$ cat src/rtl/wdt_pkg.sv
`timescale 1ns/1ps
package wdt_pkg;
  typedef struct packed {
    logic arm_load;  // first write: latch value and start
    logic kick;      // reload from latched value
    logic clr_flag;  // idle zero write: clear status
  } wr_cmd_t;
endpackage

$ cat src/rtl/wdt_wr_decode.sv
`timescale 1ns/1ps
module wdt_wr_decode
  import wdt_pkg::*;
#(
  parameter int unsigned CNT_W = 16
) (
  input  logic             wr_en_i,
  input  logic [CNT_W-1:0] wr_data_i,
  input  logic             armed_i,
  output wr_cmd_t          cmd_o
);
  logic data_zero;
  assign data_zero = (wr_data_i == '0);

  always_comb begin
    cmd_o          = '0;
    cmd_o.arm_load = wr_en_i && !armed_i && !data_zero;
    cmd_o.kick     = wr_en_i && armed_i;
    cmd_o.clr_flag = wr_en_i && !armed_i && data_zero;
  end
endmodule

$ cat src/rtl/wdt_counter.sv
`timescale 1ns/1ps
module wdt_counter
  import wdt_pkg::*;
#(
  parameter int unsigned CNT_W = 16
) (
  input  logic             clk_i,
  input  logic             rst_ni,
  input  wr_cmd_t          cmd_i,
  input  logic [CNT_W-1:0] load_val_i,
  output logic             armed_o,
  output logic             expire_o
);
  localparam logic [CNT_W-1:0] ONE = CNT_W'(1);

  logic [CNT_W-1:0] latch_q, cnt_q;
  logic             armed_q;

  // count reaches zero on this edge unless a reload arrives
  assign expire_o = armed_q && !cmd_i.kick && (cnt_q == ONE);
  assign armed_o  = armed_q;

  always_ff @(posedge clk_i or negedge rst_ni) begin
    if (!rst_ni) begin
      latch_q <= '0;
      cnt_q   <= '0;
      armed_q <= 1'b0;
    end else if (cmd_i.arm_load) begin
      latch_q <= load_val_i;
      cnt_q   <= load_val_i;
      armed_q <= 1'b1;
    end else if (cmd_i.kick) begin
      cnt_q   <= latch_q;
    end else if (expire_o) begin
      latch_q <= '0;
      cnt_q   <= '0;
      armed_q <= 1'b0;
    end else if (armed_q) begin
      cnt_q   <= cnt_q - ONE;
    end
  end
endmodule

$ cat src/rtl/wdt_status.sv
`timescale 1ns/1ps
module wdt_status
  import wdt_pkg::*;
(
  input  logic    clk_i,
  input  logic    rst_ni,
  input  logic    expire_i,
  input  wr_cmd_t cmd_i,
  output logic    wd_rst_o,
  output logic    flag_o
);
  logic pulse_q, flag_q;

  always_ff @(posedge clk_i or negedge rst_ni) begin
    if (!rst_ni) begin
      pulse_q <= 1'b0;
      flag_q  <= 1'b0;
    end else begin
      pulse_q <= expire_i;
      if (expire_i)           flag_q <= 1'b1;
      else if (cmd_i.clr_flag) flag_q <= 1'b0;
    end
  end

  assign wd_rst_o = pulse_q;
  assign flag_o   = flag_q;
endmodule

$ cat src/rtl/wdt_reload_latch.sv
`timescale 1ns/1ps
module wdt_reload_latch
  import wdt_pkg::*;
#(
  parameter int unsigned CNT_W = 16
) (
  input  logic             clk_i,
  input  logic             rst_ni,
  input  logic             wr_en_i,
  input  logic [CNT_W-1:0] wr_data_i,
  output logic             wd_rst_o,
  output logic             timeout_flag_o,
  output logic             armed_o
);
  wr_cmd_t cmd;
  logic    armed, expire;

  wdt_wr_decode #(.CNT_W(CNT_W)) u_dec (
    .wr_en_i   (wr_en_i),
    .wr_data_i (wr_data_i),
    .armed_i   (armed),
    .cmd_o     (cmd)
  );

  wdt_counter #(.CNT_W(CNT_W)) u_cnt (
    .clk_i      (clk_i),
    .rst_ni     (rst_ni),
    .cmd_i      (cmd),
    .load_val_i (wr_data_i),
    .armed_o    (armed),
    .expire_o   (expire)
  );

  wdt_status u_sts (
    .clk_i    (clk_i),
    .rst_ni   (rst_ni),
    .expire_i (expire),
    .cmd_i    (cmd),
    .wd_rst_o (wd_rst_o),
    .flag_o   (timeout_flag_o)
  );

  assign armed_o = armed;
endmodule

$ cat config.mk
export PLATFORM = sky130hd
export DESIGN_NAME = wdt_reload_latch
export DESIGN_NICKNAME = d
export VERILOG_FILES = /design/src/rtl/wdt_pkg.sv /design/src/rtl/wdt_wr_decode.sv /design/src/rtl/wdt_counter.sv /design/src/rtl/wdt_status.sv /design/src/rtl/wdt_reload_latch.sv
export SDC_FILE = /design/constraint.sdc
export NUM_CORES = 1
export LEC_CHECK = 0
export ABC_AREA = 1
export ABC_CLOCK_PERIOD_IN_PS = 3200
export BUFFER_PORTS_ARGS = -buffer_cell sky130_fd_sc_hd__buf_2
export CAP_MARGIN = 20
export CORE_MARGIN = 1.5
export CORE_UTILIZATION = 55
export CTS_BUF_LIST = sky130_fd_sc_hd__clkbuf_2
export DETAILED_ROUTE_END_ITERATION = 7
export PLACE_DENSITY = 0.75
export SLEW_MARGIN = 10
export SYNTH_ARGS = -nofsm -noshare
export SYNTH_HDL_FRONTEND = slang
export SYNTH_SLANG_ARGS = --single-unit
$ cat constraint.sdc
create_clock -name clk_i -period 3.2 [get_ports clk_i]
set_input_delay 0.96 -clock clk_i [delete_from_list [all_inputs] [get_ports clk_i]]
set_output_delay 0.96 -clock clk_i [all_outputs]
set_load 0.01 [all_outputs]
After elaboration in Yosys (flattened, before gate mapping)
Index checks and enable logic that the tools add are counted.
{"block": "classes", "n_addsub": 1, "eq_ne": 2, "muxes": 12, "n_reduce_logical": 14}
{"operator": "2-to-1 mux 16 bit", "count": 7}
{"operator": "equality test 16 x 1 -> 1 bit, second input constant", "count": 1}
{"operator": "zero test 16 bit", "count": 1}
{"operator": "subtractor 16 x 1 -> 16 bit, second input constant", "count": 1}
{"operator": "logical AND 1 bit", "count": 6}
{"operator": "2-to-1 mux 1 bit", "count": 5}
{"operator": "nonzero test 2 bit", "count": 2}
{"operator": "nonzero test 4 bit", "count": 1}
{"operator": "zero test 1 bit", "count": 3}
{"operator": "inequality test 2 bit, second input constant", "count": 1}
{"operator": "AND reduction 2 bit", "count": 1}
{"block": "word_totals", "reg_bits": 35, "input_bits": 19, "out_inout_bits": 3, "elab_cells": 34}

Depth between registers and ports, before layout
{"block": "depth", "word_depth": 7, "mapped_depth": 11, "mapped_depth_nobuf": 11}

By module
A second synthesis with hierarchy kept.
{"block": "unflattened", "hier_cells": 321, "area_unflattened_um2": 2258.4}
{"module": "wdt_counter", "instances": 1, "cells_each": 294, "area_each_um2": 2105.8, "seq_area_each_um2": 825.8}
{"module": "wdt_wr_decode", "instances": 1, "cells_each": 21, "area_each_um2": 87.6, "seq_area_each_um2": 0.0}
{"module": "wdt_status", "instances": 1, "cells_each": 6, "area_each_um2": 65.1, "seq_area_each_um2": 50.0}

Worst setup path after synthesis
No wires, ideal clock.
{"block": "synth_path", "kind": "input -> register", "from": "input wr_data_i[10]", "to": "register u_cnt.cnt_q[10]", "setup_ps": 121, "t_arrival_ps": 1767, "required_ps": 3079, "setup_slack_ps": 1312, "cell_stages": 9, "path_buffers": 1, "cell_sequence": "inv_1 -> nand4_1 -> nor2_1 -> nand2_2 -> nand2_2 -> buf_6 -> o21ai_1 -> a21oi_1 -> nand2_1"}
{"block": "synth_between", "elab_chain_cells": 4, "word_cells_on_any_way": 5, "cone_classes": "mux: 1; reduce/logical: 4"}
{"item": "start: declaration", "line_no": "wdt_reload_latch.sv:10", "text": "input logic [CNT_W-1:0] wr_data_i,"}
{"item": "zero test 16 bit", "line_no": "wdt_wr_decode.sv:13", "text": "assign data_zero = (wr_data_i == '0);"}
{"item": "zero test 1 bit", "line_no": "wdt_wr_decode.sv:17", "text": "cmd_o.arm_load = wr_en_i && !armed_i && !data_zero;"}
{"item": "logical AND 1 bit", "line_no": "wdt_wr_decode.sv:17"}
{"item": "nonzero test 4 bit (no source line) / 2-to-1 mux 16 bit (equally long branches)"}
{"item": "end signal: assignment", "line_no": "wdt_counter.sv:30", "text": "cnt_q <= load_val_i;"}
{"item": "end signal: assignment", "line_no": "wdt_counter.sv:33", "text": "cnt_q <= latch_q;"}
{"item": "end signal: assignment", "line_no": "wdt_counter.sv:39", "text": "cnt_q <= cnt_q - ONE;"}
{"item": "end: declaration", "line_no": "wdt_counter.sv:16", "text": "logic [CNT_W-1:0] latch_q, cnt_q;"}
Parallel ways exist; a longest one is shown, timed or not.
A chain may end at the register's enable or synchronous reset.

Worst setup path after layout
{"block": "layout_path", "from": "register u_cnt.armed_q, in the netlist u_cnt.armed_o", "to": "output armed_o"}
{"item": "start: declaration", "line_no": "wdt_counter.sv:17", "text": "logic armed_q;"}
{"item": "start signal: assignment", "line_no": "wdt_counter.sv:27", "text": "armed_q <= 1'b0;"}
{"item": "start signal: assignment", "line_no": "wdt_counter.sv:31", "text": "armed_q <= 1'b1;"}
{"item": "start signal: assignment", "line_no": "wdt_counter.sv:37", "text": "armed_q <= 1'b0;"}
{"item": "end: declaration", "line_no": "wdt_reload_latch.sv:13", "text": "output logic armed_o"}
No word-level cell between the ends.

==> results.json <==
{
  "cts_tree": "done",
  "postCtsSetupBuffers": 0,
  "diodes": 0,
  "synth_nets": 297,
  "hold_path_startpoint": "u_cnt.latch_q[2]$_DFFE_PN0P_",
  "ant_nets": 0,
  "max_stage_delay_ns": 0.74,
  "p_leak_nw": 1.156,
  "track_usage_pct": 24.95,
  "critPathArrivalTime_ns": 1.36,
  "async_reset_ff_share_pct": 100.0,
  "r2r_cells": 7,
  "path_class": "flop to primary output",
  "finish.net_count": 317,
  "grt_pass1_vias": 1738,
  "core_area_um2": 3744,
  "cp_cell_sequence": "buf_2",
  "num_rows": 22,
  "fin_area_um2": 2365,
  "critical_path.top_delay_family": "flip-flops",
  "io_pins": 22,
  "wire_per_inst_um": 13.89,
  "overflow": 0,
  "setup_viol": 0,
  "cts.clk_slew.worst_paths_ns": 0.18,
  "dr.pass1.iters": 4,
  "worst-endpoint-required_ns": 2.24,
  "grt_max_degree": 36,
  "drc_errors": 0,
  "die_w_um": 66.13,
  "hold_viol": 0,
  "place_hpwl_mm": 3.582,
  "drive_gt1_share_pct": 24.58,
  "yosys_warnings": 0,
  "totalWireLength_mm": 4.791,
  "status": "finished, final reports clean",
  "syn_avg_cell_area_um2": 7.942,
  "rsz0062_at_grt": "no",
  "cts_resized": 0,
  "viasPerCell": 5.446,
  "clk_latency_ns": 0.38,
  "r2r_setup_slack_ns": 1.17,
  "path_buf_inv": 1,
  "cp_slowest_cell": "dfrtp_1",
  "whs_ns": 0.5412,
  "holdBufCountCts": 0,
  "hold_path_end": "u_cnt.cnt_q[2]$_DFFE_PN0P_",
  "initialDrtViolationCount": 138,
  "antenna_found_initial": 0,
  "power-per-cell-area_nw_per_um2": 576.6,
  "min_period_ns": 2.315,
  "synth_cells": 276,
  "clock_sinks": 35,
  "fp.dieH_um": 66.13,
  "vias": 1879,
  "synth_edf_count": 0,
  "r2r-end": "u_cnt.cnt_q[13]$_DFFE_PN0P_",
  "fp.dieArea_um2": 4373,
  "yosysSeqAreaShare_pct": 39.95,
  "synthDistinctLibCells": 34,
  "htreeDepth": 2,
  "cts_root_buf": "clkbuf_2",
  "cp-start-kind": "flop",
  "min_path_cells": 2,
  "grt_pass1_wl_mm": 8.148,
  "worst_slew_pin_slew_ns": 0.7786,
  "worst_slack_ns": 0.8846,
  "fin_crit_sh_pct": 72.36,
  "finClkSkew_ns": 0.01557,
  "tns_ns": 0,
  "yosys.area.top_type": "dfrtp_1",
  "place_area_um2": 2301,
  "synth_top_area_share_pct": 39.95,
  "area_growth_pct": 7.877,
  "r2r-start": "u_cnt.armed_o$_DFFE_PN0P_",
  "synth_flop_cell": "dfrtp_1",
  "place_congestion": 0.8504,
  "power_mw": 1.363,
  "crit_fanout": 12,
  "end_kind": "primary output",
  "ys_ff_latch": 35,
  "post-place-ws_ns": 0.6656,
  "slew_headroom_pct": 48.10,
  "start_util_pct": 58.56,
  "synth.area.top_cells": "dfrtp_1, nand2_1, nand3_1",
  "startpoint": "u_cnt.armed_o$_DFFE_PN0P_",
  "ir_drop_mv": 0.2600,
  "io_buffers": 21,
  "clk_path_buf_depth": 2,
  "cap_violations": 0,
  "min_path_type": "flop to flop",
  "numCtsBuffers": 5,
  "synth_area_um2": 2192,
  "fmax_mhz": 431.9,
  "fillers": 359,
  "slew_violations": 0
}
-- worst min-delay path: cells and delay by family (launching register included) --
family / cells / cell delay (ns)
AND/OR/NAND/NOR: 1 / 0.05
AO/OA/AOI/OAI: 1 / 0.09
flip-flops: 1 / 0.38
-- power breakdown --
group | switching [mW] | internal, mW | leakage, nW | total, mW
Sequential | 0.105 | 0.546 | 0.434 | 0.651
Combinational | 0.258 | 0.177 | 0.682 | 0.435
Clock | 0.148 | 0.129 | 0.0404 | 0.277
-- through the flow --
step           util [%]  cells
6_report          63.17    345
5_1_grt           63.17    345
4_1_cts           63.17    345
3_5_place_dp      61.46    337
3_3_place_gp      61.46    337
2_1_floorplan         -    276
-- state kept, by name (all words and copies together), names as in the netlist --
| name | count |
|---|---|
| u_cnt.cnt_q | 16 |
| u_cnt.latch_q | 16 |
| u_sts.flag_o | 1 |
| u_sts.wd_rst_o | 1 |
| u_cnt.armed_o | 1 |
-- layer usage --
layer | part of all wire [%] | GRT usage, % | vias to the layer above
met5 | 0 | 0 | -
met4 | 1.2 | 7.653 | 0
met3 | 6.1 | 5.281 | 8
met2 | 47 | 37.75 | 56
met1 | 46 | 35.87 | 855
li1 | - | - | 960
-- area by class of cell --
class                           count  area [um2]  share of cell area [%]
Clock buffer                        5       25.02                   1.058
Clock inverter                      3       38.79                   1.640
Inverter                           37       141.4                   5.979
Multi-Input combinational cell    195        1099                   46.45
Sequential cell                    35       875.8                   37.04
Tap cell                           48       60.06                   2.540
Timing Repair Buffer               22       125.1                   5.291
-- cell usage in the layout (no fill, tap or decap), types with 4 or more instances in the layout --
| cell | count |
|---|---|
| nor2_4 | 4 |
| inv_2 | 10 |
| nand4_1 | 7 |
| nor2_1 | 21 |
| xor2_1 | 5 |
| o22ai_1 | 4 |
| nand2_1 | 55 |
| o21ai_0 | 6 |
| o2111ai_1 | 7 |
| o21ai_1 | 16 |
| clkbuf_2 | 5 |
| nand3_2 | 10 |
| a21oi_1 | 7 |
| nand3b_1 | 4 |
| nand3_1 | 21 |
| inv_1 | 26 |
| nor2_2 | 7 |
| buf_2 | 21 |
| dfrtp_1 | 35 |
| nand2_2 | 6 |
-- synthesized netlist by cell type, types with 6 or more instances --
master and n:
nand3_1 21, inv_1 26, nor2_1 21, nand2_2 6, nand2_1 55, a21oi_1 7
inv_2 10, o2111ai_1 7, nand3_2 10, nand4_1 7, o21ai_0 6, nor2_2 7
o21ai_1 16, dfrtp_1 35
-- cell families after synthesis --
logic type,synth area share (%)
buf+inv,9.932
flops,39.95
fa+ha+maj,1.141
compound gates,12.73
simple gates,33.85
xor+xnor,2.397
-- worst max-delay path by stage --
stage                                  end  cells past startpoint
2_1_floorplan  u_cnt.cnt_q[10]$_DFFE_PN0P_                      9
3_3_place_gp    u_cnt.cnt_q[8]$_DFFE_PN0P_                     10
3_5_place_dp    u_cnt.cnt_q[8]$_DFFE_PN0P_                     10
4_1_cts                            armed_o                      1
5_1_grt                            armed_o                      1
6_report                           armed_o                      1
Note: power is estimated with default switching activity, not from simulation.
